===== config.mk =====
export PLATFORM = sky130hd
export DESIGN_NAME = countdown_alarm
export DESIGN_NICKNAME = d
export VERILOG_FILES = /design/src/rtl/cda_pkg.sv /design/src/rtl/cda_datapath.sv /design/src/rtl/cda_ctrl.sv /design/src/rtl/countdown_alarm.sv
export SDC_FILE = /design/constraint.sdc
export NUM_CORES = 1
export LEC_CHECK = 0
export CELL_PAD_IN_SITES_DETAIL_PLACEMENT = 1
export CELL_PAD_IN_SITES_GLOBAL_PLACEMENT = 1
export CORE_MARGIN = 3
export CORE_UTILIZATION = 40
export DETAILED_ROUTE_END_ITERATION = 16
export GPL_ROUTABILITY_DRIVEN = 0
export GPL_TIMING_DRIVEN = 0
export HOLD_SLACK_MARGIN = 0.1
export PLACE_DENSITY = 0.94
export SLEW_MARGIN = 15
export SYNTH_ARGS = -nofsm -noshare
export SYNTH_HDL_FRONTEND = slang
export SYNTH_SLANG_ARGS = --single-unit
export TNS_END_PERCENT = 30

===== constraint.sdc =====
create_clock -name clk -period 3.4 [get_ports clk]
set_clock_uncertainty 0.05 [all_clocks]
set_input_delay 0.34 -clock clk [delete_from_list [all_inputs] [get_ports clk]]
set_output_delay 0.34 -clock clk [all_outputs]
set_load 0.005 [all_outputs]

===== src/rtl/cda_pkg.sv =====
package cda_pkg;
  localparam int unsigned OFF_LOAD   = 'h20;
  localparam int unsigned OFF_CUR    = 'h24;
  localparam int unsigned OFF_RUN    = 'h28;
  localparam int unsigned OFF_IRQEN  = 'h2C;
  localparam int unsigned OFF_PEND   = 'h30;
  localparam int unsigned OFF_WKEN   = 'h44;
  localparam int unsigned OFF_WKIRQ  = 'h48;
  localparam int unsigned OFF_WKPEND = 'h4C;
  localparam int unsigned OFF_WAKE   = 'h50;

  typedef struct packed {
    logic loadStb;   // interval write this cycle
    logic clrStb;    // write-one to status bit
    logic tickGo;    // enabled tick this cycle
  } cdaStrobes_t;
endpackage


===== src/rtl/cda_datapath.sv =====
module cda_datapath
  import cda_pkg::*;
#(
  parameter int DATA_W = 32
) (
  input  logic              clk,
  input  logic              rstN,
  input  cdaStrobes_t       strb,
  input  logic [DATA_W-1:0] wrData,
  output logic [DATA_W-1:0] loadVal,
  output logic [DATA_W-1:0] cntVal,
  output logic              pending
);
  localparam logic [DATA_W-1:0] ONE = DATA_W'(1);

  logic cntNonZero;
  logic expireNow;

  assign cntNonZero = |cntVal;
  // a load wins over a tick, so no expiry may come from the same cycle
  assign expireNow  = strb.tickGo && !strb.loadStb && (cntVal == ONE);

  always_ff @(posedge clk) begin
    if (!rstN) begin
      loadVal <= '0;
      cntVal  <= '0;
    end else if (strb.loadStb) begin
      loadVal <= wrData;
      cntVal  <= wrData;
    end else if (strb.tickGo && cntNonZero) begin
      cntVal  <= cntVal - ONE;
    end
  end

  always_ff @(posedge clk) begin
    if (!rstN)              pending <= 1'b0;
    else if (expireNow)     pending <= 1'b1;
    else if (strb.clrStb)   pending <= 1'b0;
  end
endmodule


===== src/rtl/cda_ctrl.sv =====
module cda_ctrl
  import cda_pkg::*;
#(
  parameter int ADDR_W = 8,
  parameter int DATA_W = 32
) (
  input  logic              clk,
  input  logic              rstN,
  input  logic              busSel,
  input  logic              busWrite,
  input  logic [ADDR_W-1:0] busAddr,
  input  logic [DATA_W-1:0] busWdata,
  input  logic              tickSec,
  input  logic [DATA_W-1:0] loadVal,
  input  logic [DATA_W-1:0] cntVal,
  input  logic              pending,
  output cdaStrobes_t       strb,
  output logic [DATA_W-1:0] busRdata,
  output logic              cntEn,
  output logic              irqEn,
  output logic              wakeEn
);
  localparam logic [DATA_W-1:0] ZERO_PAD = '0;

  logic wrAcc;
  logic wkEn;
  logic wkIrqEn;

  assign wrAcc = busSel && busWrite;

  function automatic logic hit(input logic [ADDR_W-1:0] a, input int unsigned off);
    return a == ADDR_W'(off);
  endfunction

  always_comb begin
    strb         = '0;
    strb.loadStb = wrAcc && hit(busAddr, OFF_LOAD);
    strb.clrStb  = wrAcc && hit(busAddr, OFF_PEND) && busWdata[0];
    strb.tickGo  = tickSec && cntEn;
  end

  always_ff @(posedge clk) begin
    if (!rstN) begin
      cntEn   <= 1'b0;
      irqEn   <= 1'b0;
      wakeEn  <= 1'b0;
      wkEn    <= 1'b0;
      wkIrqEn <= 1'b0;
    end else if (wrAcc) begin
      if (hit(busAddr, OFF_RUN))   cntEn   <= busWdata[0];
      if (hit(busAddr, OFF_IRQEN)) irqEn   <= busWdata[0];
      if (hit(busAddr, OFF_WAKE))  wakeEn  <= busWdata[0];
      if (hit(busAddr, OFF_WKEN))  wkEn    <= busWdata[0];
      if (hit(busAddr, OFF_WKIRQ)) wkIrqEn <= busWdata[0];
    end
  end

  always_comb begin
    busRdata = ZERO_PAD;
    if      (hit(busAddr, OFF_LOAD))  busRdata = loadVal;
    else if (hit(busAddr, OFF_CUR))   busRdata = cntVal;
    else if (hit(busAddr, OFF_RUN))   busRdata[0] = cntEn;
    else if (hit(busAddr, OFF_IRQEN)) busRdata[0] = irqEn;
    else if (hit(busAddr, OFF_PEND))  busRdata[0] = pending;
    else if (hit(busAddr, OFF_WAKE))  busRdata[0] = wakeEn;
    else if (hit(busAddr, OFF_WKEN))  busRdata[0] = wkEn;
    else if (hit(busAddr, OFF_WKIRQ)) busRdata[0] = wkIrqEn;
  end
endmodule


===== src/rtl/countdown_alarm.sv =====
module countdown_alarm
  import cda_pkg::*;
#(
  parameter int ADDR_W = 8,
  parameter int DATA_W = 32
) (
  input  logic              clk,
  input  logic              rstN,
  input  logic              busSel,
  input  logic              busWrite,
  input  logic [ADDR_W-1:0] busAddr,
  input  logic [DATA_W-1:0] busWdata,
  output logic [DATA_W-1:0] busRdata,
  input  logic              tickSec,
  output logic              irqOut,
  output logic              wakeOut
);
  cdaStrobes_t       strb;
  logic [DATA_W-1:0] loadVal;
  logic [DATA_W-1:0] cntVal;
  logic              pending;
  logic              cntEn;
  logic              irqEn;
  logic              wakeEn;

  cda_ctrl #(.ADDR_W(ADDR_W), .DATA_W(DATA_W)) u_ctrl (
    .clk      (clk),
    .rstN     (rstN),
    .busSel   (busSel),
    .busWrite (busWrite),
    .busAddr  (busAddr),
    .busWdata (busWdata),
    .tickSec  (tickSec),
    .loadVal  (loadVal),
    .cntVal   (cntVal),
    .pending  (pending),
    .strb     (strb),
    .busRdata (busRdata),
    .cntEn    (cntEn),
    .irqEn    (irqEn),
    .wakeEn   (wakeEn)
  );

  cda_datapath #(.DATA_W(DATA_W)) u_dp (
    .clk     (clk),
    .rstN    (rstN),
    .strb    (strb),
    .wrData  (busWdata),
    .loadVal (loadVal),
    .cntVal  (cntVal),
    .pending (pending)
  );

  assign irqOut  = pending & irqEn;
  assign wakeOut = pending & wakeEn;
endmodule


==> results.yml <==
run_status:
  outcome: "finished, final reports clean"
logic_synthesis:
  synth_compound_area_share_pct: 27.8
  syn-cell-area_mm2: 0.00403
  syn_nets: 552
  seq_area_frac_synth_pct: 34.8
  synth_cells: 505
  synth-simple-area-share_pct: 29.2
  synth_cell_types: 65
  synth_top_family_by_area: "simple AND/OR/NAND/NOR gates"
  synth_edf_count: 0
  ys_dominant_reg_cell: "dfxtp_1"
  synthArstFlopShare_pct: 0
  synth_fa_ha_area_share_pct: 0.622
  ys_warn_count: 0
  ys_ff_latch: 70
  synth_xor_xnor_area_share_pct: 0.653
  muxShareOfSynthArea_pct: 1.52
  avgSynthCellArea_um2: 7.97
cells_and_area:
  antennaDiodeCount: 0
  fillers: 1170
  multiInputGateArea_mm2: 0.00244
  syn_to_final_growth_pct: 30.0
  layout_common_cells: "nand2_1 (90), clkdlybuf4s50_1 (78), dfxtp_1 (70)"
  drive_above_1_share_pct: 9.52
  utilization_pct: 55.1
  final_common_cell: "nand2_1"
  fin_cells: 728
  finalInstanceArea_mm2: 0.00523
  seq_area_mm2: 0.00140
  fin_nets: 642
timing:
  finalCritPeriodShare_pct: 93.8
  fin_ws_ns: 0.210
  fmax_mhz: 313
  max-slew-margin-rel_pct: 45.6
  finalSetupViolCount: 0
  rsz0062_at_grt: "false"
  final_hold_viol_count: 0
  drv_slew: 0
  tightest_slew_ns: 0.807
  fin_crit_ns: 3.19
min_path:
  whs_path_depth: 2
  hold_class: "flop to flop"
floorplanning:
  ios: 79
  initial_core_util_pct: 42.4
  die_area_mm2: 0.0113
  die_x_um: 106
  rows: 35
  core_mm2: 0.00950
  fp.dieH_um: 106
clock_tree:
  cts_tree: "built"
  cts-root-buf: "clkbuf_8"
  cts_sinks: 70
  path_clk_slew_ns: 0.07
  clock_latency_ns: 0.37
  clock_tree.buffer_depth: 2
  cts_buffers: 9
  h-tree-depth: 3
  ctsHoldBuffers: 0
critical_path:
  critPathCaptureType: "output port"
  reg2reg_depth: 7
  critPathMaxFanout: 10
  crit_type: "input pin to output port"
  worstPathArrival_ns: 2.80
  start_kind: "input pin"
  worst_ep_required_time_ns: 3.01
detailed_routing:
  ant_nets: 0
  drt-initial-drc-count: 315
  drc_errors: 0
  via_per_inst: 6.32
  vias: 4602
  wl_per_cell_um: 21.4
  dr.pass1.iters: 5
  wl_um: 15600
grt:
  grt.total_usage_pct: 27.6
  antenna_found_initial: 0
  grt_use_met1_pct: 34.2
  use_met3_pct: 5.34
  grt_max_degree: 12
  grt_overflow: 0
  use_met2_pct: 47.8
  grt_pass1_wl_um: 24900
  top_usage_layer: "met2"
  first_global_vias: 4774
placed_design:
  dp_cells: 712
  place_area_mm2: 0.00497
  pre_cts_ws_ns: -0.615
  port-buffer-count: 78
  dpl.hpwl_um: 11300
pwr:
  ir_drop_mv: 0.202
  power_mw: 1.72
  power_density_mw_per_mm2: 328
  power.leakage_nw: 1.83
job:
  cap_violations: 0
power by group:
| part | internal, mW | total, mW | switching (mW) |
|---|---|---|---|
| combinational | 0.0637 | 0.129 | 0.0652 |
| sequential | 0.820 | 0.821 | 0.000876 |
| clock | 0.447 | 0.768 | 0.321 |
| total | 1.33 | 1.72 | 0.387 |
repair_timing:
action / CTS / global route
endpoints found under the setup margin: 31 / 7
resized for setup: 10 / 1
buffers inserted: 1 / 0
pin swaps: 1 / 0
endpoints found under the hold margin: 0 / 0
per-layer routing:
metal  vias to the layer above  part of all wire [%]
met3                        42                   6.6
met1                      2232                    43
met5                         -                     0
met2                       228                    48
met4                         0                   2.8
li1                       2100                     -
Yosys cell counts, types with 3 or more instances:
cell / n / area [µm²]
o31ai_1: 10 / 75.1
nor3_1: 23 / 115
and4_1: 3 / 26.3
a21oi_1: 43 / 215
clkbuf_1: 32 / 120
mux2i_1: 5 / 50.1
nor2_1: 20 / 75.1
o21a_1: 5 / 37.5
a22oi_1: 3 / 22.5
a31oi_1: 9 / 56.3
buf_6: 5 / 56.3
nor3b_1: 3 / 22.5
or4_1: 10 / 75.1
dfxtp_1: 70 / 1400
a32o_1: 8 / 80.1
o21ai_0: 23 / 115
a211oi_1: 5 / 37.5
nor4_1: 8 / 50.1
a22o_1: 30 / 263
a21o_1: 3 / 22.5
buf_2: 5 / 25.0
o41ai_1: 6 / 52.6
nand3b_1: 3 / 22.5
nor3_2: 3 / 30.0
nand4_1: 10 / 62.6
or3_1: 9 / 56.3
nand3_1: 17 / 85.1
nand2_1: 90 / 338
critical path, stage by stage:
cell and delay (ns):
clkdlybuf4s50_1 0.53, nor4b_4 0.35, nand2_1 0.16, nor3b_2 0.39, clkbuf_2 0.33, a22o_1 0.19
clkdlybuf4s50_1 0.50
sequential cells by signal, indices dropped and copies added (netlist names):
| name | cells |
|---|---|
| u_dp.cntVal | 32 |
| u_dp.loadVal | 32 |
| u_ctrl.cntEn | 1 |
| u_ctrl.irqEn | 1 |
| u_ctrl.wakeEn | 1 |
| u_ctrl.wkEn | 1 |
| u_ctrl.wkIrqEn | 1 |
| u_dp.pending | 1 |
kinds of logic after synthesis:
logic type / after synthesis
xor+xnor: 3
flops: 70
buf+inv: 46
fa+ha+maj: 2
mux: 6
compound gates: 158
simple gates: 220
area by class of cell:
cell class	instances	area share, %
Inverter	3	0.215
Clock buffer	11	2.89
Tap cell	129	3.08
Timing Repair Buffer	79	15.1
Multi-Input combinational cell	389	46.5
Sequential cell	70	26.8
Clock inverter	4	1.34
Buffer	43	4.09
path summary, 6_finish.rpt:
kind | start | endpoint | slack (ns)
setup / recovery | busAddr[6] | busRdata[13] | 0.21
hold / removal | u_dp.loadVal[16] | u_dp.loadVal[16] | 0.41
setup reg to reg | u_dp.cntVal[0] | u_dp.cntVal[29] | 0.33
hold reg to reg | u_dp.loadVal[16] | u_dp.loadVal[16] | 0.41
through the flow:
step / hold WS, ns / setup TNS, ns
final: 0.411 / 0
after global routing: 0.435 / 0
after global placement: 0.392 / -12.58
after detailed placement: 0.404 / -16.82
after floorplan: 0.386 / 0
after CTS: 0.414 / 0
No activity file was read; power rests on OpenSTA's default activity.
